## config.mk

```make
export PLATFORM = sky130hd
export DESIGN_NAME = irq_status_ctrl
export DESIGN_NICKNAME = d
export VERILOG_FILES = /design/src/rtl/irq_status_pkg.sv /design/src/rtl/irq_src_cell.sv /design/src/rtl/irq_evt_map.sv /design/src/rtl/irq_mask_or.sv /design/src/rtl/irq_status_ctrl.sv
export SDC_FILE = /design/constraint.sdc
export NUM_CORES = 1
export LEC_CHECK = 0
export BUFFER_PORTS_ARGS = -buffer_cell sky130_fd_sc_hd__buf_2
export CORE_ASPECT_RATIO = 1.2
export CORE_MARGIN = 2
export CORE_UTILIZATION = 39
export DETAILED_ROUTE_END_ITERATION = 16
export HOLD_SLACK_MARGIN = 0.08
export PLACE_DENSITY = 0.84
export SLEW_MARGIN = 5
export SYNTH_ARGS = -nofsm -noshare
export SYNTH_HDL_FRONTEND = slang
export SYNTH_SLANG_ARGS = --single-unit
```

## constraint.sdc

```tcl
create_clock -name clk -period 1.5 [get_ports clk]
set_input_delay 0.3 -clock clk [delete_from_list [all_inputs] [get_ports clk]]
set_output_delay 0.3 -clock clk [all_outputs]
set_load 0.02 [all_outputs]
```

## src/rtl/irq_status_pkg.sv

```systemverilog
package irq_status_pkg;

    localparam int REG_W  = 16;
    localparam int SRC_LO = 1;
    localparam int SRC_HI = 10;
    localparam int AUX_N  = 2;

    localparam int B_HOST_ERR = 1;
    localparam int B_TX_DONE  = 2;
    localparam int B_MAC_CTRL = 3;
    localparam int B_RX_DONE  = 4;
    localparam int B_RX_EARLY = 5;
    localparam int B_REQ      = 6;
    localparam int B_STATS    = 7;
    localparam int B_LINK     = 8;
    localparam int B_AUX0     = 9;

    typedef enum logic [0:0] {
        CLR_BY_W1C    = 1'b0,
        CLR_BY_STROBE = 1'b1
    } clr_kind_e;

    typedef struct packed {
        logic             host_err;
        logic             tx_done;
        logic             mac_ctrl;
        logic             rx_done;
        logic             rx_early;
        logic             host_req;
        logic             timer;
        logic             stats_half;
        logic             link;
        logic [AUX_N-1:0] aux;
    } src_evt_t;

    typedef struct packed {
        logic global_clr;
        logic tx_adv;
        logic tx_more;
        logic rx_drained;
        logic stats_read;
    } side_clr_t;

    function automatic clr_kind_e clr_kind_of(input int bit_idx);
        case (bit_idx)
            B_HOST_ERR, B_TX_DONE, B_RX_DONE, B_STATS: return CLR_BY_STROBE;
            default:                                   return CLR_BY_W1C;
        endcase
    endfunction

endpackage

```

## src/rtl/irq_src_cell.sv

```systemverilog
module irq_src_cell
    import irq_status_pkg::*;
#(
    parameter clr_kind_e KIND = CLR_BY_W1C
) (
    input  logic clk,
    input  logic rst,
    input  logic set_i,
    input  logic kill_i,
    input  logic w1c_i,
    input  logic strobe_clr_i,
    output logic q_o
);

    logic clr;

    always_comb begin
        if (KIND == CLR_BY_W1C) clr = w1c_i;
        else                    clr = strobe_clr_i;
    end

    always_ff @(posedge clk) begin
        if (rst)         q_o <= 1'b0;
        else if (kill_i) q_o <= 1'b0;
        else if (set_i)  q_o <= 1'b1;
        else if (clr)    q_o <= 1'b0;
    end

endmodule

```

## src/rtl/irq_evt_map.sv

```systemverilog
module irq_evt_map
    import irq_status_pkg::*;
(
    input  src_evt_t              evt_i,
    input  side_clr_t             side_i,
    output logic [SRC_HI:SRC_LO]  set_o,
    output logic [SRC_HI:SRC_LO]  strobe_clr_o,
    output logic [SRC_HI:SRC_LO]  kill_o
);

    always_comb begin
        set_o                    = '0;
        set_o[B_HOST_ERR]        = evt_i.host_err;
        set_o[B_TX_DONE]         = evt_i.tx_done;
        set_o[B_MAC_CTRL]        = evt_i.mac_ctrl;
        set_o[B_RX_DONE]         = evt_i.rx_done;
        set_o[B_RX_EARLY]        = evt_i.rx_early;
        set_o[B_REQ]             = evt_i.host_req | evt_i.timer;
        set_o[B_STATS]           = evt_i.stats_half;
        set_o[B_LINK]            = evt_i.link;
        set_o[B_AUX0+AUX_N-1:B_AUX0] = evt_i.aux;

        strobe_clr_o             = '0;
        strobe_clr_o[B_HOST_ERR] = side_i.global_clr;
        strobe_clr_o[B_TX_DONE]  = side_i.tx_adv & ~side_i.tx_more;
        strobe_clr_o[B_RX_DONE]  = side_i.rx_drained;
        strobe_clr_o[B_STATS]    = side_i.stats_read;

        kill_o                   = '0;
        kill_o[B_RX_EARLY]       = evt_i.rx_done;
    end

endmodule

```

## src/rtl/irq_mask_or.sv

```systemverilog
module irq_mask_or
    import irq_status_pkg::*;
(
    input  logic [SRC_HI:SRC_LO] stat_i,
    input  logic [SRC_HI:SRC_LO] en_i,
    output logic                 irq_o
);

    assign irq_o = |(stat_i & en_i);

endmodule

```

## src/rtl/irq_status_ctrl.sv

```systemverilog
module irq_status_ctrl
    import irq_status_pkg::*;
(
    input  logic             clk,
    input  logic             rst,
    input  logic             stat_wr,
    input  logic             en_wr,
    input  logic [REG_W-1:0] wdata,
    output logic [REG_W-1:0] stat_rdata,
    output logic [REG_W-1:0] en_rdata,
    output logic             irq_o,
    input  logic             ev_host_err,
    input  logic             ev_tx_done,
    input  logic             ev_mac_ctrl,
    input  logic             ev_rx_done,
    input  logic             ev_rx_early,
    input  logic             ev_host_req,
    input  logic             ev_timer,
    input  logic             ev_stats_half,
    input  logic             ev_link,
    input  logic [AUX_N-1:0] ev_aux,
    input  logic             clr_global,
    input  logic             tx_stat_adv,
    input  logic             tx_stat_more,
    input  logic             rx_dma_drained,
    input  logic             stats_read_done
);

    localparam int PAD_W = REG_W - SRC_HI - 1;

    src_evt_t              evt;
    side_clr_t             side;
    logic [SRC_HI:SRC_LO]  set_vec;
    logic [SRC_HI:SRC_LO]  strobe_vec;
    logic [SRC_HI:SRC_LO]  kill_vec;
    logic [SRC_HI:SRC_LO]  w1c_vec;
    logic [SRC_HI:SRC_LO]  stat_q;
    logic [SRC_HI:SRC_LO]  en_q;
    logic                  irq_int;
    logic                  unused_wbits;

    assign evt = '{host_err:   ev_host_err,
                   tx_done:    ev_tx_done,
                   mac_ctrl:   ev_mac_ctrl,
                   rx_done:    ev_rx_done,
                   rx_early:   ev_rx_early,
                   host_req:   ev_host_req,
                   timer:      ev_timer,
                   stats_half: ev_stats_half,
                   link:       ev_link,
                   aux:        ev_aux};

    assign side = '{global_clr: clr_global,
                    tx_adv:     tx_stat_adv,
                    tx_more:    tx_stat_more,
                    rx_drained: rx_dma_drained,
                    stats_read: stats_read_done};

    assign w1c_vec      = stat_wr ? wdata[SRC_HI:SRC_LO] : '0;
    assign unused_wbits = ^{wdata[REG_W-1:SRC_HI+1], wdata[0]};

    irq_evt_map u_map (
        .evt_i        (evt),
        .side_i       (side),
        .set_o        (set_vec),
        .strobe_clr_o (strobe_vec),
        .kill_o       (kill_vec)
    );

    for (genvar b = SRC_LO; b <= SRC_HI; b++) begin : g_src
        irq_src_cell #(.KIND(clr_kind_of(b))) u_cell (
            .clk          (clk),
            .rst          (rst),
            .set_i        (set_vec[b]),
            .kill_i       (kill_vec[b]),
            .w1c_i        (w1c_vec[b]),
            .strobe_clr_i (strobe_vec[b]),
            .q_o          (stat_q[b])
        );
    end

    always_ff @(posedge clk) begin
        if (rst)        en_q <= '0;
        else if (en_wr) en_q <= wdata[SRC_HI:SRC_LO];
    end

    irq_mask_or u_or (
        .stat_i (stat_q),
        .en_i   (en_q),
        .irq_o  (irq_int)
    );

    assign irq_o      = irq_int;
    assign stat_rdata = {{PAD_W{1'b0}}, stat_q, irq_int};
    assign en_rdata   = {{PAD_W{1'b0}}, en_q, 1'b0};

endmodule

```

# [Word-level counts from Yosys, hierarchy flattened]
# Index checks and enable logic that the tools add are counted.
[totals] reg_bits=20 out_inout_bits=33 wordCells=48
[classes] n_mux=21 n_bitwise=4 n_reduce_logical=12
[ops] operator="$mux 1" count=20
[ops] operator="$reduce_bool 2->1" count=10
[ops] operator="$and 10x10->10" count=1
[ops] operator="$mux 10" count=1
[ops] operator="$reduce_or 10->1" count=1
[ops] operator="$reduce_or 2->1" count=1
[ops] operator="$and 1x1->1" count=1
[ops] operator="$not 1->1" count=1
[ops] operator="$or 1x1->1" count=1

# [Depth between registers and ports, before layout]
# Gate-level depths: netlist of run 1.
[depth] word_depth=4 mapped_depth=4

# [Hierarchy]
# Synthesis of run 1 repeated with hierarchy kept, for this count alone.
[unflattened] hier_cells=132 area_unflattened_um2=1238.7
[modules_own_cells] mod="irq_status_ctrl" instances=1 cells_each=55 area_per_inst_um2=509.2
[modules_own_cells] mod="irq_src_cell" instances=10 cells_each=4 area_per_inst_um2=45.0
[modules_own_cells] mod="irq_evt_map" instances=1 cells_each=31 area_per_inst_um2=226.5
[modules_own_cells] mod="irq_mask_or" instances=1 cells_each=6 area_per_inst_um2=52.6

# [Worst setup path before layout of run 1]
# OpenSTA, ideal clock, no wires.
[synth_path] kind="register to output" startpoint="reg en_q[5] in the netlist's numbering" endpoint="out stat_rdata[0]" arrival_ps=1289 required_ps=1200 setup_slack_ps=-89 stages_incl_launch_ff=5 path_buffers=1 path_cell_list="dfxtp_1 a22o_1 a221oi_2 nand4_1 buf_4"
[synth_via] elab_chain_len=2
[synth_rtl] item="start, declared" line_no="irq_status_ctrl.sv:38" source="logic [SRC_HI:SRC_LO] en_q;"
[synth_rtl] item="start signal, assigned" line_no="irq_status_ctrl.sv:84" source="else if (en_wr) en_q <= wdata[SRC_HI:SRC_LO];"
[synth_rtl] item="$and 10x10->10" line_no="irq_mask_or.sv:9" source="assign irq_o = |(stat_i & en_i);"
[synth_rtl] item="$reduce_or 10->1" line_no="irq_mask_or.sv:9"
[synth_rtl] item="end, declared" line_no="irq_status_ctrl.sv:9" source="output logic [REG_W-1:0] stat_rdata,"
# Every way passes these cells.

# [Worst setup path in the final report of run 1]
[layout_path] startpoint="reg g_src[5].u_cell.q_o" endpoint="out irq_o"
[layout_via] elab_chain_len=2
[layout_rtl] item="start, declared" line_no="irq_src_cell.sv:12" source="output logic q_o"
[layout_rtl] item="start signal, assigned" line_no="irq_src_cell.sv:23" source="if (rst) q_o <= 1'b0;"
[layout_rtl] item="start signal, assigned" line_no="irq_src_cell.sv:24" source="else if (kill_i) q_o <= 1'b0;"
[layout_rtl] item="start signal, assigned" line_no="irq_src_cell.sv:25" source="else if (set_i) q_o <= 1'b1;"
[layout_rtl] item="$and 10x10->10" line_no="irq_mask_or.sv:9"
[layout_rtl] item="$reduce_or 10->1" line_no="irq_mask_or.sv:9"
[layout_rtl] item="end, declared" line_no="irq_status_ctrl.sv:11" source="output logic irq_o,"
# Every way passes these cells.

==> results.sh, run 1 <==
export IMPL_ioPinCount=69
export IMPL_setup_ws_ns=-0.191
export IMPL_grt_max_degree=21
export IMPL_leakage_uw=0.000598
export IMPL_tns_ns=-0.381
export IMPL_end_kind="output port"
export IMPL_drtAntennaViolNets=0
export IMPL_criticalPathCategory="flop to output port"
export IMPL_min_path_type="input pin to flop"
export IMPL_viasPerCell=4.58
export IMPL_setup_worst_path_start_class="flop"
export IMPL_maxCapViolations=0
export IMPL_hold_buffers=0
export IMPL_critPathSlowestCell="dfxtp_2"
export IMPL_period_needed_ns=1.69
export IMPL_hold_end="g_src[5].u_cell.q_o$_SDFFE_PP0P_"
export IMPL_fin_cells=173
export IMPL_grt_pass1_wl_mm=2.99
export IMPL_via_count=793
export IMPL_postSynthAreaPerCell_um2=8.89
export IMPL_drt_pass1_iterations=4
export IMPL_yosysWarnings=0
export IMPL_required_ns=1.20
export IMPL_path_buf_inv=1
export IMPL_hold_path_depth=2
export IMPL_violations="negative setup slack"
export IMPL_slowest_delay_ns=0.34
export IMPL_drv_slew=0
export IMPL_grt_busiest_layer="met2"
export IMPL_dpl_cell_count=169
export IMPL_htreeDepth=1
export IMPL_netlist_instances=102
export IMPL_overflow=0
export IMPL_antenna_found_initial=0
export IMPL_n_fill_cell=219
export IMPL_final_hold_viol_count=0
export IMPL_fin_crit_sh_pct=113
export IMPL_clk_latency_ns=0.29
export IMPL_root_buffer="clkbuf_4"
export IMPL_use_met1_pct=16.3
export IMPL_crit_family="compound AO/OA/AOI/OAI gates"
export IMPL_layout_drive_gt1_share_pct=41.5
export IMPL_io_buffer_count=51
export IMPL_arrival_ns=1.39
export IMPL_die_h_um=56.8
export IMPL_power_density_nw_per_um2=986
export IMPL_status="finished with violations"
export IMPL_min_from="ev_rx_done"
export IMPL_clockBufferDepth=2
export IMPL_avgRoutedWirePerCell_um=11.4
export IMPL_start_util_pct=40.2
export IMPL_gp_congestion=0.721
export IMPL_met3_usage_pct=2.57
export IMPL_drtIter0Drc=12
export IMPL_ys_seq_area_share_pct=44.1
export IMPL_die_area_um2=2730
export IMPL_r2r_start="g_src[5].u_cell.q_o$_SDFFE_PP0P_"
export IMPL_clock_sinks=20
export IMPL_peakVddDrop_mv=0.544
export IMPL_drcViolationCount=0
export IMPL_antennaDiodeCount=0
export IMPL_fin_nets=180
export IMPL_clock_skew_final_ns=0
export IMPL_ys_ff_latch=20
export IMPL_grt_use_met2_pct=26.9
export IMPL_clkSlewWorstSetupHoldPaths_ns=0.11
export IMPL_utilization_pct=48.4
export IMPL_cp_max_fo=2
export IMPL_synth_cell_type_count=17
export IMPL_crit_chain="a22o_1 > a221oi_2 > nand4_1 > buf_4"
export IMPL_postLayoutCellArea_um2=1090
export IMPL_cts_tree="yes"
export IMPL_grt_pass1_vias=721
export IMPL_cts_buffers=3
export IMPL_placed_area_um2=1060
export IMPL_core_area_um2=2260
export IMPL_setup_viol=2
export IMPL_syn2layout_area_growth_pct=20.6
export IMPL_syn_cell_area_um2=907
export IMPL_grtUsageTotal_pct=15.4
export IMPL_wirelength_mm=1.97
export IMPL_rows=19
export IMPL_reg2reg_depth=3
export IMPL_r2r_setup_slack_ns=0.71
export IMPL_die_x_um=48.0
export IMPL_dpl_hpwl_mm=1.52
export IMPL_reg2reg_to="g_src[5].u_cell.q_o$_SDFFE_PP0P_"
export IMPL_rsz0062_at_grt="yes"
export IMPL_clock_fmax_mhz=591
## state kept, by name, indices dropped and copies added, names as in the netlist
name,cells
en_q,10
g_src.u_cell.q_o,10
## cell usage after synthesis
cell type	n	area (um^2)
buf_4	23	173
nand4_1	1	6.26
a21oi_1	9	45.0
buf_2	1	5.00
nand2b_1	1	6.26
nand2_1	6	22.5
a22oi_1	3	22.5
dfxtp_1	20	400
a221oi_2	1	15.0
a211oi_1	1	7.51
a22o_1	1	8.76
nor3_1	1	5.00
inv_1	3	11.3
nor2_1	19	71.3
mux2i_1	10	100
conb_1	1	3.75
clkbuf_1	1	3.75
## layout by cell type (no fill, tap or decap), types with 6 or more instances in the layout
master,netlist,routed
a21oi_1,9,9
buf_2,1,50
conb_1,1,11
dfxtp_1,20,17
mux2i_1,10,10
nand2_1,6,6
nor2_1,19,19
## kinds of logic (layout without fill, tap and decap cells)
group,Yosys count,after routing,share of synthesized area [%]
compound gates,15,15,10.9
buf+inv,28,58,21.2
flops,20,20,44.1
mux,10,10,11.0
other cells,1,11,0.413
simple gates,28,28,12.3
## layer usage
metal	up-vias	wire, um
li1	385	-
met1	366	745
met2	37	1080
met3	5	99
met4	0	44
met5	-	0
## cell type report
type                            count  area (um^2)  share of cell area [%]
Clock buffer                        3         22.5                    2.06
Timing Repair Buffer               52          265                    24.3
Sequential cell                    20          404                    37.0
Inverter                            3         11.3                    1.03
Multi-Input combinational cell     64          352                    32.2
Tap cell                           31         38.8                    3.55
## power by group
| part | internal (uW) | switching, uW |
|---|---|---|
| logic | 92.5 | 150 |
| registers | 566 | 25.2 |
| clock network | 93.4 | 150 |
## worst max-delay path by stage
stage | from | end | slack, ns | cells past startpoint
5_1_grt | g_src[5].u_cell.q_o$_SDFFE_PP0P_ | irq_o | -0.29 | 4
6_report | g_src[5].u_cell.q_o$_SDFFE_PP0P_ | irq_o | -0.19 | 4
3_3_place_gp | g_src[5].u_cell.q_o$_SDFFE_PP0P_ | irq_o | 0.16 | 4
2_1_floorplan | en_q[5]$_SDFFE_PP0P_ | stat_rdata[0] | -0.04 | 4
3_5_place_dp | g_src[5].u_cell.q_o$_SDFFE_PP0P_ | irq_o | 0.14 | 4
4_1_cts | g_src[5].u_cell.q_o$_SDFFE_PP0P_ | irq_o | -0.20 | 4
## stage by stage
stage | hold slack, ns | setup WS, ns | power (uW)
floorplan | 0.379 | -0.0379 | 799
global placement | 0.477 | 0.164 | 833
detailed placement | 0.489 | 0.142 | 843
CTS | 0.155 | -0.197 | 1100
global route | 0.158 | -0.289 | 1150
finish | 0.163 | -0.191 | 1080
## what timing repair did
action                                  in CTS  in global routing
endpoints found under the hold margin        0                  0
cloned                                       0                  0
gates resized for setup                      2                  0
buffers inserted                             1                  0
endpoints found under the setup margin       2                  2
(Power assumes the default switching activity.)
==> inputs of run 2 (changes only) <==
--- a/config.mk
+++ b/config.mk
@@ -5,12 +5,14 @@
 export SDC_FILE = /design/constraint.sdc
 export NUM_CORES = 1
 export LEC_CHECK = 0
+export ABC_AREA = 1
 export BUFFER_PORTS_ARGS = -buffer_cell sky130_fd_sc_hd__buf_2
 export CORE_ASPECT_RATIO = 1.2
 export CORE_MARGIN = 2
-export CORE_UTILIZATION = 39
+export CORE_UTILIZATION = 41
 export DETAILED_ROUTE_END_ITERATION = 16
 export HOLD_SLACK_MARGIN = 0.08
+export MAX_ROUTING_LAYER = met4
 export PLACE_DENSITY = 0.84
 export SLEW_MARGIN = 5
 export SYNTH_ARGS = -nofsm -noshare
==> run 2 against run 1 <==
The run now ends clean. Utilization grew 3.5 points. Sequential power grew 1%. Via count grew 13%. Flip-flop and latch count is the same. Non-clock buffer count is the same. First-iteration DRC count shrank 25%. Critical endpoint is now stat_rdata[0]. Clock skew is the same.
==> results.sh, run 2 <==
export IMPL_die_x_um=49.7
export IMPL_cp_max_fo=3
export IMPL_drv_slew=0
export IMPL_synth_commonest_cells="23 x buf_4, 23 x nand2_1, 20 x dfxtp_1, 20 x nor2_1"
export IMPL_syn_cell_area_um2=1030
export IMPL_drtIter0Drc=9
export IMPL_power_frac_clock_pct=21.6
export IMPL_viasPerCell=4.44
export IMPL_grt_pass1_wl_mm=3.39
export IMPL_arrival_ns=1.13
export IMPL_period_needed_ns=1.43
export IMPL_synth_mux_area_share_pct=0
export IMPL_switching_power_uw=361
export IMPL_clkSlewWorstSetupHoldPaths_ns=0.10
export IMPL_crit_family="simple AND/OR/NAND/NOR gates"
export IMPL_required_ns=1.20
export IMPL_die_h_um=58.8
export IMPL_avgRoutedWirePerCell_um=10.5
export IMPL_synth_compound_area_share_pct=13.5
export IMPL_fin_nets=209
export IMPL_final_common_cell="buf_2"
export IMPL_dpl_cell_count=199
export IMPL_critPathSlowestCell="dfxtp_1"
export IMPL_antennaDiodeCount=0
export IMPL_overflow=0
export IMPL_dpl_hpwl_mm=1.73
export IMPL_ys_ff_latch=20
export IMPL_synth_top_cell_area_share_pct=39.0
export IMPL_antenna_found_initial=0
export IMPL_clockBufferDepth=2
export IMPL_worst_path_most_repeated_cell="nand2_1"
export IMPL_leakage_uw=0.000653
export IMPL_placed_area_um2=1160
export IMPL_largestRegisters="en_q: 10 flops, g_src.u_cell.q_o: 10 flops"
export IMPL_synth_edff_count=0
export IMPL_synthAdderAreaFrac_pct=0
export IMPL_async_reset_ff_share_pct=0
export IMPL_slowest_delay_ns=0.34
export IMPL_cts_setup_buffers=0
export IMPL_grt_max_degree=12
export IMPL_grtUsageTotal_pct=15.6
export IMPL_layout_drive_gt1_share_pct=48.0
export IMPL_setup_viol=0
export IMPL_setup_worst_path_start_class="flop"
export IMPL_power_density_nw_per_um2=938
export IMPL_clk_latency_ns=0.30
export IMPL_synth_xor_area_share_pct=0
export IMPL_r2r_setup_slack_ns=0.85
export IMPL_switching_share_pct=31.8
export IMPL_synth_area_leaders="dfxtp_1 39%, buf_4 17%, nand2_1 8.4%, o21ai_2 7.7%, nor2_1 7.3%"
export IMPL_start_util_pct=44.0
export IMPL_die_area_um2=2920
export IMPL_maxCapViolations=0
export IMPL_synth_simple_gate_area_share_pct=23.4
export IMPL_p_comb_share_pct=25.6
export IMPL_clock_sinks=20
export IMPL_drcViolationCount=0
export IMPL_via_count=897
export IMPL_hold_buffers=0
export IMPL_postLayoutCellArea_um2=1210
export IMPL_end_kind="output port"
export IMPL_htreeDepth=1
export IMPL_min_path_type="input pin to flop"
export IMPL_yosysTopAreaCell="dfxtp_1"
export IMPL_setup_ws_ns=0.0666
export IMPL_io_buffer_count=51
export IMPL_fin_cells=202
export IMPL_p_int_uw=773
export IMPL_grt_pass1_vias=845
export IMPL_syn2layout_area_growth_pct=17.8
export IMPL_path_buf_inv=1
export IMPL_wirelength_mm=2.12
export IMPL_ioPinCount=69
export IMPL_final_hold_viol_count=0
export IMPL_synth_top_family_by_area="buffers and inverters"
export IMPL_crit_chain="nand2_1 > nand2_1 > nor2_1 > nand3_2 > buf_6"
export IMPL_peakVddDrop_mv=0.416
export IMPL_rows=19
export IMPL_cts_buffers=3
export IMPL_p_seq_share_pct=52.7
export IMPL_place_ws_ns=0.403
export IMPL_synth_cell_type_count=16
export IMPL_core_area_um2=2330
export IMPL_ys_seq_area_share_pct=39.0
export IMPL_fin_crit_sh_pct=95.6
export IMPL_clock_fmax_mhz=698
export IMPL_yosysWarnings=0
export IMPL_power_uw=1130
export IMPL_postSynthAreaPerCell_um2=7.83
export IMPL_cts_tree="yes"
export IMPL_fin_hold_ws_ns=0.197
export IMPL_ys_flop_type="dfxtp_1"
export IMPL_root_buffer="clkbuf_4"
export IMPL_netlist_instances=131
export IMPL_cts_resized=0
export IMPL_clock_skew_final_ns=0
export IMPL_drtAntennaViolNets=0
export IMPL_gp_congestion=0.680
export IMPL_final_cell_mix="49 x buf_2, 23 x nand2_1, 19 x nor2_1, 16 x dfxtp_1"
export IMPL_criticalPathCategory="flop to output port"
export IMPL_status="completed"
export IMPL_drt_pass1_iterations=4
[run 2: changes by cell type after synthesis, sizes merged, moves of 3 or more]
cell / before / now
a22oi: 3 / 0
inv: 3 / 8
mux2i: 10 / 0
nand2: 6 / 24
nor2: 19 / 30
o21ai: 0 / 11
[run 2: area by class of cell]
type,count,area (um^2)
Fill cell,247,1120
Multi-Input combinational cell,87,428
Tap cell,31,38.8
Sequential cell,20,405
Timing Repair Buffer,52,275
Inverter,9,38.8
Clock buffer,3,22.5
[run 2: power by group through the flow]
stage                     registers (uW)  clock network, uW  logic (uW)
final                                598                245         291
after floorplan                      627                  0         213
after global placement               608                  0         271
after detailed placement             609                  0         276
after CTS                            597                255         276
after global routing                 603                273         317
[run 2: layer usage]
metal	track usage [%]	vias up	wire [um]
met5	-	-	0
met4	9.52	0	44
met3	1.52	5	114
met2	29.5	33	1160
met1	15.1	406	808
li1	-	453	-
[run 2: path summary, 6_finish.rpt]
| path | endpoint | from | cells after the start |
|---|---|---|---|
| max | stat_rdata[0] | en_q[8]$_SDFFE_PP0P_ | 5 |
| min | g_src[9].u_cell.q_o$_SDFFE_PP0P_ | ev_aux[0] | 3 |
| max reg2reg | g_src[5].u_cell.q_o$_SDFFE_PP0P_ | g_src[5].u_cell.q_o$_SDFFE_PP0P_ | 2 |
| min reg2reg | g_src[6].u_cell.q_o$_SDFFE_PP0P_ | g_src[6].u_cell.q_o$_SDFFE_PP0P_ | 2 |
[run 2: tightest hold or removal path: cells and delay by family]
kind	cells	cell delay, ns
AOI/OAI and AO/OA	1	0.03
buffers and inverters	1	0.08
and+or+nand+nor	1	0.06
[run 2: cells by family after synthesis]
family                 Yosys count
DFF                             20
other                            1
buffers and inverters           34
and+or+nand+nor                 55
AOI/OAI and AO/OA               21
[run 2: metrics by stage]
step / util, % / TNS (ns)
3_3_place_gp: 49.8 / 0
3_5_place_dp: 49.8 / 0
2_1_floorplan: - / 0
4_1_cts: 50.8 / 0
5_1_grt: 51.9 / -0.0262
6_report: 51.9 / 0
